$ cat src/rtl/wdog_pkg.sv
package wdog_pkg;

  localparam int SEL_W   = 3;
  localparam int NUM_SEL = 1 << SEL_W;

  localparam logic [7:0] CODE_RESTART = 8'hA5;
  localparam logic [7:0] CODE_ARM     = 8'hDE;
  localparam logic [7:0] CODE_CONFIRM = 8'hAD;
  localparam logic [7:0] CODE_LOCK    = 8'hFF;

  // Meaning of one control write.
  typedef enum logic [2:0] {
    W_RESTART,
    W_ARM,
    W_CONFIRM,
    W_LOCK,
    W_SEL,
    W_OTHER
  } wrKind_t;

  // Strobes from the control half to the counting half.
  typedef struct packed {
    logic run;
    logic clear;
  } dpCtl_t;

endpackage

$ cat src/rtl/wdog_ctl.sv
module wdog_ctl
  import wdog_pkg::*;
#(
  parameter int WIN_CYC = 4
) (
  input  logic             clk,
  input  logic             rstN,
  input  logic             wrEn,
  input  logic [7:0]       wrData,
  input  logic             expire,
  output dpCtl_t           strobe,
  output logic             enabled,
  output logic             locked,
  output logic [SEL_W-1:0] sel
);

  localparam int WIN_W = $clog2(WIN_CYC + 1);

  wrKind_t          kind;
  logic [WIN_W-1:0] winCnt;
  logic             armed;

  always_comb begin
    if (!wrData[7])                   kind = W_SEL;
    else if (wrData == CODE_RESTART)  kind = W_RESTART;
    else if (wrData == CODE_ARM)      kind = W_ARM;
    else if (wrData == CODE_CONFIRM)  kind = W_CONFIRM;
    else if (wrData == CODE_LOCK)     kind = W_LOCK;
    else                              kind = W_OTHER;
  end

  assign armed = (winCnt != '0);

  // Disable window: opened by the first byte, closed by any other write,
  // by expiry, or when it runs out.
  always_ff @(posedge clk or negedge rstN) begin
    if (!rstN) begin
      winCnt <= '0;
    end else if (wrEn && kind == W_ARM) begin
      winCnt <= WIN_W'(WIN_CYC);
    end else if (wrEn || expire) begin
      winCnt <= '0;
    end else if (armed) begin
      winCnt <= winCnt - 1'b1;
    end
  end

  always_ff @(posedge clk or negedge rstN) begin
    if (!rstN) begin
      enabled <= 1'b1;
      locked  <= 1'b0;
      sel     <= '1;
    end else if (wrEn) begin
      case (kind)
        W_RESTART: enabled <= 1'b1;
        W_LOCK: begin
          locked  <= 1'b1;
          enabled <= 1'b1;
        end
        W_CONFIRM: if (armed && !locked) enabled <= 1'b0;
        W_SEL:     sel <= wrData[SEL_W-1:0];
        default:   ;
      endcase
    end
  end

  assign strobe.run   = enabled;
  assign strobe.clear = wrEn && (kind == W_RESTART);

endmodule

$ cat src/rtl/wdog_dp.sv
module wdog_dp
  import wdog_pkg::*;
#(
  parameter int CNT_W    = 21,
  parameter int BASE_EXP = 3
) (
  input  logic             clk,
  input  logic             rstN,
  input  dpCtl_t           strobe,
  input  logic [SEL_W-1:0] sel,
  output logic [CNT_W-1:0] count,
  output logic             hit,
  output logic             resetReq
);

  logic [CNT_W-1:0] termTab [NUM_SEL];
  logic [CNT_W-1:0] term;

  // Terminal count per select: 4^(BASE_EXP+g) - 1, saturated to all ones.
  for (genvar g = 0; g < NUM_SEL; g++) begin : gTerm
    localparam int SH = 2 * (BASE_EXP + g);
    if (SH >= CNT_W) begin : gSat
      assign termTab[g] = '1;
    end else begin : gPow
      assign termTab[g] = {CNT_W{1'b1}} >> (CNT_W - SH);
    end
  end

  assign term = termTab[sel];
  assign hit  = strobe.run && !strobe.clear && (count >= term);

  always_ff @(posedge clk or negedge rstN) begin
    if (!rstN) begin
      count    <= '0;
      resetReq <= 1'b0;
    end else begin
      resetReq <= hit;
      if (strobe.clear || hit) count <= '0;
      else if (strobe.run)     count <= count + 1'b1;
    end
  end

endmodule

$ cat src/rtl/wdog_timer.sv
module wdog_timer
  import wdog_pkg::*;
#(
  parameter int CNT_W    = 21,
  parameter int BASE_EXP = 3,
  parameter int WIN_CYC  = 4
) (
  input  logic       clk,
  input  logic       rstN,
  input  logic       ctlWrEn,
  input  logic [7:0] ctlWrData,
  output logic       resetReq
);

  dpCtl_t           strobe;
  logic             enabled;
  logic             locked;
  logic [SEL_W-1:0] sel;
  logic [CNT_W-1:0] count;
  logic             hit;

  wdog_ctl #(.WIN_CYC(WIN_CYC)) uCtl (
    .clk     (clk),
    .rstN    (rstN),
    .wrEn    (ctlWrEn),
    .wrData  (ctlWrData),
    .expire  (hit),
    .strobe  (strobe),
    .enabled (enabled),
    .locked  (locked),
    .sel     (sel)
  );

  wdog_dp #(.CNT_W(CNT_W), .BASE_EXP(BASE_EXP)) uDp (
    .clk      (clk),
    .rstN     (rstN),
    .strobe   (strobe),
    .sel      (sel),
    .count    (count),
    .hit      (hit),
    .resetReq (resetReq)
  );

endmodule

$ cat config.mk
export PLATFORM = sky130hd
export DESIGN_NAME = wdog_timer
export DESIGN_NICKNAME = d
export VERILOG_FILES = /design/src/rtl/wdog_pkg.sv /design/src/rtl/wdog_ctl.sv /design/src/rtl/wdog_dp.sv /design/src/rtl/wdog_timer.sv
export SDC_FILE = /design/constraint.sdc
export NUM_CORES = 1
export LEC_CHECK = 0
export BUFFER_PORTS_ARGS = -buffer_cell sky130_fd_sc_hd__buf_4
export CELL_PAD_IN_SITES_DETAIL_PLACEMENT = 0
export CELL_PAD_IN_SITES_GLOBAL_PLACEMENT = 2
export CORE_MARGIN = 3
export CORE_UTILIZATION = 41
export DETAILED_ROUTE_END_ITERATION = 8
export PLACE_DENSITY_LB_ADDON = 0.08
export SLEW_MARGIN = 20
export SYNTH_ARGS = -nofsm -noshare
export SYNTH_HDL_FRONTEND = slang
export SYNTH_HIERARCHICAL = 1
export SYNTH_SLANG_ARGS = --single-unit
$ cat constraint.sdc
create_clock -name clk -period 4.2 [get_ports clk]
set_input_delay 1.05 -clock clk [delete_from_list [all_inputs] [get_ports clk]]
set_output_delay 1.05 -clock clk [all_outputs]
set_load 0.03 [all_outputs]
==> results of run 1 <==
[flip-flops by register name, indices dropped and copies added, names as in the netlist]
name / flops
uCtl/locked: 1
uCtl/winCnt: 3
uCtl/sel: 3
uCtl/enabled: 1
uDp/resetReq: 1
uDp/count: 21
[worst paths after layout]
path | startpoint | to | slack (ps) | cells after the start
min in group asynchronous | rstN | uDp/count[6] | 680 | 1
hold / removal | uCtl/locked | uCtl/locked | 490 | 1
setup / recovery | uCtl/sel[0] | uCtl/winCnt[2] | 1160 | 9
max in group asynchronous | rstN | uCtl/sel[0] | 3200 | 1
setup reg to reg | uCtl/sel[0] | uCtl/winCnt[2] | 1160 | 9
hold reg to reg | uCtl/locked | uCtl/locked | 490 | 1
[where the power goes]
group / switching, mW / internal [mW] / leakage (nW)
sequential: 0.0497 / 0.336 / 0.376
clock: 0.107 / 0.193 / 0.0585
combinational: 0.123 / 0.0978 / 0.486
total: 0.280 / 0.627 / 0.920
[kinds of logic (layout without fill, tap and decap cells)]
| family | after synthesis | after routing | share of synthesized area (%) |
|---|---|---|---|
| AND/OR/NAND/NOR | 97 | 97 | 26.80 |
| AO/OA/AOI/OAI | 33 | 33 | 13.14 |
| flip-flops | 30 | 30 | 38.72 |
| buffers and inverters | 17 | 28 | 4.871 |
| XOR/XNOR | 16 | 16 | 7.180 |
| adder cells (fa/ha/maj) | 11 | 11 | 7.051 |
| multiplexers | 4 | 4 | 2.243 |
[per-stage QoR]
step / hold slack (ps) / cells
after floorplan: 433.5 / 208
after global placement: 450.2 / 263
after detailed placement: 475.3 / 263
after CTS: 495.6 / 271
after global routing: 517.7 / 271
final: 487.0 / 271
[synth_stat cells (3+ instances only)]
master | count | area share, %
and3_1 | 3 | 0.96
nor3_1 | 23 | 5.9
o21ai_0 | 3 | 0.77
o21bai_1 | 4 | 1.5
dfstp_2 | 4 | 5.4
dfrtp_1 | 26 | 33
nand4_1 | 6 | 1.9
nand3_1 | 11 | 2.8
mux2_2 | 3 | 1.7
nand2_1 | 12 | 2.3
nor4_1 | 5 | 1.6
buf_6 | 3 | 1.7
a21o_1 | 3 | 1.2
or2b_1 | 3 | 1.2
nand4b_1 | 3 | 1.3
nand2b_1 | 6 | 1.9
ha_1 | 11 | 7.1
clkbuf_1 | 3 | 0.58
inv_1 | 8 | 1.5
xor2_1 | 7 | 3.1
xnor2_1 | 9 | 4.0
a21oi_1 | 6 | 1.5
nor2_1 | 14 | 2.7
[area by class of cell]
type / instances / area [sq um] / share of cell area (%)
inverter: 8 / 30.03 / 1.391
timing repair buffer: 12 / 90.09 / 4.174
clock inverter: 1 / 30.03 / 1.391
sequential: 30 / 755.7 / 35.01
tap: 52 / 65.06 / 3.014
clock buffer: 7 / 86.33 / 4.000
multi-input combinational: 161 / 1101 / 51.01
[placed cells by master (no fill, tap or decap), types with 3 or more instances in the layout]
| master | instances |
|---|---|
| nor3_1 | 23 |
| nor2_1 | 14 |
| and3_1 | 3 |
| nand2b_1 | 6 |
| o21bai_1 | 4 |
| dfstp_2 | 4 |
| dfrtp_1 | 26 |
| ha_1 | 11 |
| xor2_1 | 7 |
| nand4_1 | 6 |
| buf_4 | 12 |
| nand2_1 | 12 |
| or2b_1 | 3 |
| nand4b_1 | 3 |
| inv_1 | 8 |
| o21ai_0 | 3 |
| mux2_2 | 3 |
| nor4_1 | 5 |
| clkbuf_8 | 6 |
| a21oi_1 | 6 |
| xnor2_1 | 9 |
| nand3_1 | 11 |
| a21o_1 | 3 |
[per-layer routing]
metal	global-route usage (%)	wire length (um)	up-vias	share of wire, %
met5	0	0	-	0
met1	20.61	1943	752	46
met4	5.929	50	0	1.2
met2	27.76	2039	44	48
li1	-	-	771	-
met3	4.406	173	8	4.1
==> impl_metrics.tcl, run 1 <==
set metrics [dict create \
    vdd.ir_drop.worst_mv 0.2135 \
    clk-insertion-delay-late_ps 280 \
    critical-path-top-delay-family "compound AO/OA/AOI/OAI gates" \
    place_ws_ps 1169 \
    layout-drive-gt1-share_pct 14.61 \
    final.setup.worst_slack_ps 1157 \
    cts-buffers-inserted 5 \
    endpoint_type_of_the_worst_setup_path "flip-flop" \
    cts.sink_count 30 \
    worst-slew-pin-transition_ps 646.3 \
    grt.overflow.total 0 \
    synth-warning-count 6 \
    grt_pass1_wl_mm 7.003 \
    synth.distinct_cells 48 \
    grt_setup_unrepaired "false" \
    flow.area_growth_from_synthesis_pct 10.58 \
    n_fill_cell 427 \
    skew_ps 12.69 \
    finalPower_mw 0.9062 \
    finalCoreUtilization_pct 48.24 \
    drc_errors 0 \
    ant_nets 0 \
    core_area_sq_um 4474 \
    antenna_found_initial 0 \
    max_clock_freq_mhz 328.6 \
    syn_avg_cell_area_sq_um 9.384 \
    synth_top_flop_cell "dfrtp_1" \
    max_slew_margin_pct 56.58 \
    worst-endpoint-required_ps 4350 \
    synth_async_reset_ratio_pct 100.0 \
    dp.final_hpwl_mm 3.043 \
    critical_path.n_buffers_inverters 0 \
    synthesis.area_sq_um 1952 \
    ioPinCount 12 \
    power_per_cell_area_nw_per_um2 419.9 \
    final_net_count 240 \
    cell_chosen_for_the_clock_root "clkbuf_8" \
    outcome "completed" \
    synth-edff-count 0 \
    cts_tree "yes" \
    global_route.usage.total_pct 16.62 \
    worst-endpoint-arrival_ps 3200 \
    seq_area_frac_synth_pct 38.72 \
    n_antenna_cell 0 \
    dpl_cell_area_sq_um 2042 \
    hold_buffers 0 \
    dieWidth_um 75.00 \
    drt_pre_antenna_iters 5 \
    crit_path_top_delay_cell "dfstp_2" \
    post_cts_resize_count 0 \
    die_height_um 75.00 \
    post_synth_inst_count 208 \
    crit_path_max_fanout 16 \
    numPortBuffers 11 \
    timing.critical_path.from_type "flip-flop" \
    post-cts-setup-buffer-count 0 \
    drt-vias-per-instance 5.812 \
    gp_congestion 0.8607 \
    min_period_ps 3043 \
    cts-htree-levels 2 \
    setup-violations-final 0 \
    crit_type "flip-flop to flip-flop" \
    post_route_clock_period_utilization_pct 72.46 \
    synth_nets 230 \
    fp.dieArea_sq_um 5624 \
    clock_path_buffers 2 \
    max-cap-violations 0 \
    crit_path_cell_trace "o21ai_0 > ha_1 > nand4_1 > nor3b_1 > a221oi_1 > o21a_1 > a21boi_4 > nor2b_1 > o31ai_1" \
    critical_path.max_stage_delay_ps 640 \
    hold_path.class "flip-flop to flip-flop" \
    flip_flop_and_latch_count_after_synthesis 30 \
    initialDrtViolationCount 74 \
    detail_route.wl_per_cell_um 15.52 \
    initial_utilization_pct 43.62 \
    vias 1575 \
    placement_rows 24 \
    cts.clk_slew.worst_paths_ps 70 \
    postRouteWirelength_mm 4.206 \
    grt_max_degree 31 \
    first_global_vias 1532 \
    finalMaxSlewViolations 0 \
    finish.instance_area_sq_um 2158 \
    final_number_of_hold_violating_endpoints 0 \
    finalSetupTns_ps 0 \
    leakage_power_nw 0.9202 \
]
(Power assumes the default switching activity.)
==> run 2: changes to the inputs <==
--- a/config.mk
+++ b/config.mk
@@ -9,7 +9,7 @@
 export CELL_PAD_IN_SITES_DETAIL_PLACEMENT = 0
 export CELL_PAD_IN_SITES_GLOBAL_PLACEMENT = 2
 export CORE_MARGIN = 3
-export CORE_UTILIZATION = 41
+export CORE_UTILIZATION = 38
 export DETAILED_ROUTE_END_ITERATION = 8
 export PLACE_DENSITY_LB_ADDON = 0.08
 export SLEW_MARGIN = 20
==> constraint.sdc (replaced) <==
create_clock -name clk -period 2.8 [get_ports clk]
set_input_delay 0.7 -clock clk [delete_from_list [all_inputs] [get_ports clk]]
set_output_delay 0.7 -clock clk [all_outputs]
set_load 0.03 [all_outputs]
==> run 2 against run 1 <==
Compared with the run above: maximum frequency rose by 21%; critical path type unchanged; global-route usage fell by 0.077 points; final cell count grew 7.0%; clock skew is 7.8 ps lower; largest cell class unchanged.
==> impl_metrics.tcl, run 2 (same netlist as run 1, synthesis figures left out) <==
set metrics [dict create \
    final_number_of_hold_violating_endpoints 0 \
    hold_path.class "primary input to asynchronous set/reset pin" \
    worst-slew-pin-transition_ps 455.8 \
    reg.largest.list "uDp/count (21), uCtl/sel (3), uCtl/winCnt (3)" \
    drc_errors 0 \
    multi_input_comb_area_sq_um 1101 \
    dp.final_hpwl_mm 3.294 \
    global_route.usage.total_pct 16.54 \
    detail_route.wl_per_cell_um 15.53 \
    final_cell_mix "dfrtp_1, nor3_1, buf_4" \
    n_antenna_cell 0 \
    ant_nets 0 \
    max-cap-violations 0 \
    cts-htree-levels 2 \
    initial_utilization_pct 40.26 \
    core_area_sq_um 4848 \
    drt-vias-per-instance 5.510 \
    clock_path_buffers 2 \
    final_common_cell "dfrtp_1" \
    global_route.peak_usage_layer "met2" \
    skew_ps 4.843 \
    grt.overflow.total 0 \
    crit_path_top_delay_cell "dfstp_2" \
    crit_top_cell "a21o_1" \
    global_route.usage.met3_pct 4.292 \
    worst-endpoint-required_ps 2950 \
    cts_tree "yes" \
    die_height_um 77.67 \
    critical_path.n_buffers_inverters 0 \
    cts.clk_slew.worst_paths_ps 70 \
    drt_pre_antenna_iters 4 \
    grt_pass1_wl_mm 7.935 \
    grt_max_degree 31 \
    hold_buffers 0 \
    antenna_found_initial 0 \
    critical-path-top-delay-family "compound AO/OA/AOI/OAI gates" \
    leakage_power_nw 0.9385 \
    numPortBuffers 11 \
    post_cts_resize_count 0 \
    max_clock_freq_mhz 396.9 \
    largest_register_ff_count 21 \
    place_ws_ps 182.2 \
    setup-violations-final 0 \
    finalMaxSlewViolations 0 \
    finalSetupTns_ps 0 \
    first_global_vias 1617 \
    max_slew_margin_pct 69.38 \
    layout-drive-gt1-share_pct 16.59 \
    clk-insertion-delay-late_ps 280 \
    ff_latch_area_sq_um 755.7 \
    vdd.ir_drop.worst_mv 0.3119 \
    largest-register "uDp/count" \
    cts.sink_count 30 \
    power_per_cell_area_nw_per_um2 602.1 \
    n_fill_cell 468 \
    cell_chosen_for_the_clock_root "clkbuf_8" \
    worst-endpoint-arrival_ps 2670 \
    crit_path_cell_trace "o21ai_0 > ha_1 > a21o_1 > a21o_1 > a221oi_1 > o21a_1 > a21boi_4 > nor2b_1 > a2111oi_0" \
    ioPinCount 12 \
    place_inst 282 \
    post-cts-setup-buffer-count 0 \
    min_period_ps 2519 \
    post_layout_nonfiller_instances 290 \
    flow.area_growth_from_synthesis_pct 12.76 \
    final.setup.worst_slack_ps 280.6 \
    r2r.worst_path.cells 9 \
    cts-buffers-inserted 5 \
    crit_path_max_fanout 9 \
    final_net_count 244 \
    postRouteWirelength_mm 4.504 \
    critical_path.max_stage_delay_ps 630 \
    grt.met1_usage_pct 21.14 \
    gp_congestion 0.8979 \
    r2r-start "uCtl/sel[0]" \
    worst_r2r_endpoint "uCtl/winCnt[1]" \
    grt_setup_unrepaired "false" \
    outcome "completed" \
    crit_type "flip-flop to flip-flop" \
    dieWidth_um 77.67 \
    initialDrtViolationCount 52 \
    endpoint_type_of_the_worst_setup_path "flip-flop" \
    reg2reg_setup_slack_ps 280 \
    grt.met2_usage_pct 26.46 \
    placement_rows 25 \
    vias 1598 \
    final.hold.worst_slack_ps 335.2 \
    post_route_clock_period_utilization_pct 89.98 \
    fp.dieArea_sq_um 6033 \
    timing.critical_path.from_type "flip-flop" \
    finalPower_mw 1.325 \
]
run 2: layout make-up:
class | instances | share of cell area, %
Inverter | 8 | 1.364
Tap cell | 67 | 3.809
Timing Repair Buffer | 16 | 5.458
Sequential cell | 30 | 34.34
Clock buffer | 8 | 5.003
Multi-Input combinational cell | 161 | 50.03
run 2: worst register-to-register path, stage by stage, from the launching register on:
cell and delay (ps):
dfstp_2 630, o21ai_0 160, ha_1 320, a21o_1 160, a21o_1 170, a221oi_1 230, o21a_1 200, a21boi_4 70
nor2b_1 160, a2111oi_0 310
run 2: report_power, final:
group / leakage (nW) / internal, mW / switching, mW / total (mW)
registers: 0.376 / 0.503 / 0.0715 / 0.575
clock network: 0.0575 / 0.248 / 0.170 / 0.418
logic: 0.505 / 0.147 / 0.185 / 0.332
run 2: worst max path at each step:
stage                 startpoint             end  slack [ps]  depth (start not counted)
finish               uCtl/sel[0]  uCtl/winCnt[1]         280                          9
detailed placement  ctlWrData[1]   uDp/count[20]         180                          9
global placement    ctlWrData[1]   uDp/count[20]         220                          9
CTS                  uCtl/sel[0]  uCtl/winCnt[1]         250                          9
floorplan            uCtl/sel[0]  uCtl/winCnt[1]         290                         11
global route         uCtl/sel[0]  uCtl/winCnt[1]          70                          9
run 2: routing by layer:
metal  up-vias  routed length [um]
met5         -                   0
met4         0                 109
met3        12                 186
met2        35                2157
met1       769                2051
li1        782                   -
run 2: through the flow:
| stage | utilization [%] | area (sq um) |
|---|---|---|
| 2_1_floorplan | - | 1952 |
| 3_3_place_gp | 43.12 | 2091 |
| 3_5_place_dp | 43.12 | 2091 |
| 4_1_cts | 45.39 | 2201 |
| 5_1_grt | 45.39 | 2201 |
| 6_report | 45.39 | 2201 |
==> run 3: changes to the inputs <==
--- a/config.mk
+++ b/config.mk
@@ -12,6 +12,7 @@
 export CORE_UTILIZATION = 38
 export DETAILED_ROUTE_END_ITERATION = 8
 export PLACE_DENSITY_LB_ADDON = 0.08
+export RECOVER_POWER = 100
 export SLEW_MARGIN = 20
 export SYNTH_ARGS = -nofsm -noshare
 export SYNTH_HDL_FRONTEND = slang
==> run 3 against run 2 <==
Compared with the run above: clock power barely moved; design area fell by 0.63%; register-to-register slack barely moved; clock skew barely moved; sequential share of layout area rose by 0.22 points; via count rose by 0.19%; core utilization fell by 0.28 points; largest power group unchanged; critical path type unchanged; largest cell class unchanged; critical path depth did not move; the flow now finishes with violations (capacitance limit, slew limit); total power fell by 0.17%; sequential cell count did not move.
==> impl_metrics.tcl, run 3 (same netlist as run 1, synthesis figures left out) <==
set metrics [dict create \
    dieWidth_um 77.67 \
    leakage_power_nw 0.9264 \
    finalPower_mw 1.323 \
    met2RoutedLength_mm 2.149 \
    initialDrtViolationCount 51 \
    hold_buffers 0 \
    setup-violations-final 0 \
    finalMaxSlewViolations 31 \
    worst-endpoint-arrival_ps 2670 \
    critical_path.n_buffers_inverters 0 \
    worst-slew-pin-transition_ps 1617 \
    dp.final_hpwl_mm 3.294 \
    cts_tree "yes" \
    cell_chosen_for_the_clock_root "clkbuf_8" \
    drc_errors 0 \
    crit_path_cell_trace "o21ai_0 > ha_1 > a21o_1 > a21o_1 > a221oi_1 > o21a_1 > a21boi_4 > nor2b_1 > a2111oi_0" \
    grt_pass1_wl_mm 7.935 \
    largest-register "uDp/count" \
    initial_utilization_pct 40.26 \
    n_antenna_cell 0 \
    power_per_cell_area_nw_per_um2 604.9 \
    cts.clk_slew.worst_paths_ps 70 \
    finish.instance_area_sq_um 2187 \
    hold_path.class "flip-flop to flip-flop" \
    crit_type "flip-flop to flip-flop" \
    min_period_ps 2517 \
    layout-drive-gt1-share_pct 15.25 \
    crit_top_cell "a21o_1" \
    die_height_um 77.67 \
    post_cts_resize_count 0 \
    violated_checks "capacitance limit, slew limit" \
    skew_ps 4.757 \
    core_area_sq_um 4848 \
    post_route_clock_period_utilization_pct 89.88 \
    drt-vias-per-instance 5.521 \
    timing.critical_path.from_type "flip-flop" \
    dpl_cell_area_sq_um 2091 \
    grt_max_degree 31 \
    finalSetupTns_ps 0 \
    met3RoutedLength_um 193 \
    max_slew_margin_pct -7.782 \
    cts.sink_count 30 \
    first_global_vias 1617 \
    critical-path-top-delay-family "compound AO/OA/AOI/OAI gates" \
    crit_path_top_delay_cell "dfstp_2" \
    grt_setup_unrepaired "false" \
    postRouteWirelength_mm 4.511 \
    post_layout_nonfiller_instances 290 \
    endpoint_type_of_the_worst_setup_path "flip-flop" \
    gp_congestion 0.8979 \
    ant_nets 0 \
    cts-buffers-inserted 5 \
    vdd.ir_drop.worst_mv 0.3117 \
    reg.largest.list "uDp/count (21), uCtl/sel (3), uCtl/winCnt (3)" \
    drt_pre_antenna_iters 4 \
    detail_route.wl_per_cell_um 15.56 \
    placement_rows 25 \
    clock_path_buffers 2 \
    grt.overflow.total 0 \
    critical_path.max_stage_delay_ps 630 \
    numPortBuffers 11 \
    final_number_of_hold_violating_endpoints 0 \
    clk-insertion-delay-late_ps 280 \
    final_common_cell "dfrtp_1" \
    final_net_count 244 \
    ioPinCount 12 \
    largest_register_ff_count 21 \
    worst-endpoint-required_ps 2950 \
    outcome "finished with violations" \
    max_clock_freq_mhz 397.4 \
    final_cell_mix "dfrtp_1, nor3_1, nor2_1" \
    max-cap-violations 1 \
    top_layer "met4" \
    wl_met1_mm 2.042 \
    final.hold.worst_slack_ps 475.0 \
    global_route.usage.total_pct 16.54 \
    vias 1601 \
    post-cts-setup-buffer-count 0 \
    antenna_found_initial 0 \
    crit_path_max_fanout 9 \
    place_inst 282 \
    flow.area_growth_from_synthesis_pct 12.05 \
    fp.dieArea_sq_um 6033 \
    n_fill_cell 473 \
    cts-htree-levels 2 \
]
[run 3: cell types whose count changed in the layout (fill, tap and decap cells not counted), sizes merged]
cell	previous run	this run
clkbuf	8	12
buf	16	12
[run 3: layer usage]
layer | track usage (%) | up-vias
met2 | 26.46 | 35
met1 | 21.14 | 771
met4 | 6.762 | 0
li1 | - | 781
met3 | 4.292 | 14
met5 | 0 | -
[run 3: path summary, 6_finish.rpt]
kind                                   from  slack [ps]              to  cells after the start
worst min-delay path            uCtl/locked         480     uCtl/locked                      1
worst max-delay path            uCtl/sel[0]         280  uCtl/winCnt[1]                      9
max in group asynchronous              rstN        1040    uDp/count[4]                      1
worst max register to register  uCtl/sel[0]         280  uCtl/winCnt[1]                      9
min in group asynchronous              rstN         820   uDp/count[12]                      1
worst min register to register  uCtl/locked         480     uCtl/locked                      1
[run 3: area by class of cell]
| cell class | instances | area [sq um] | share of cell area, % |
|---|---|---|---|
| Clock buffer | 8 | 110.1 | 5.034 |
| Inverter | 8 | 30.03 | 1.373 |
| Multi-Input combinational cell | 161 | 1101 | 50.34 |
| Sequential cell | 30 | 755.7 | 34.55 |
| Tap cell | 67 | 83.83 | 3.833 |
| Timing Repair Buffer | 16 | 106.4 | 4.863 |
[run 3: stage by stage]
step / worst slack [ps] / utilization, %
2_1_floorplan: 286.4 / -
6_report: 283.4 / 45.11
5_1_grt: 70.40 / 45.11
3_5_place_dp: 182.2 / 43.12
4_1_cts: 250.8 / 45.39
3_3_place_gp: 218.3 / 43.12
[run 3: where the power goes]
group | switching (mW) | internal [mW]
sequential | 0.0715 | 0.503
combinational | 0.185 | 0.145
clock | 0.170 | 0.248
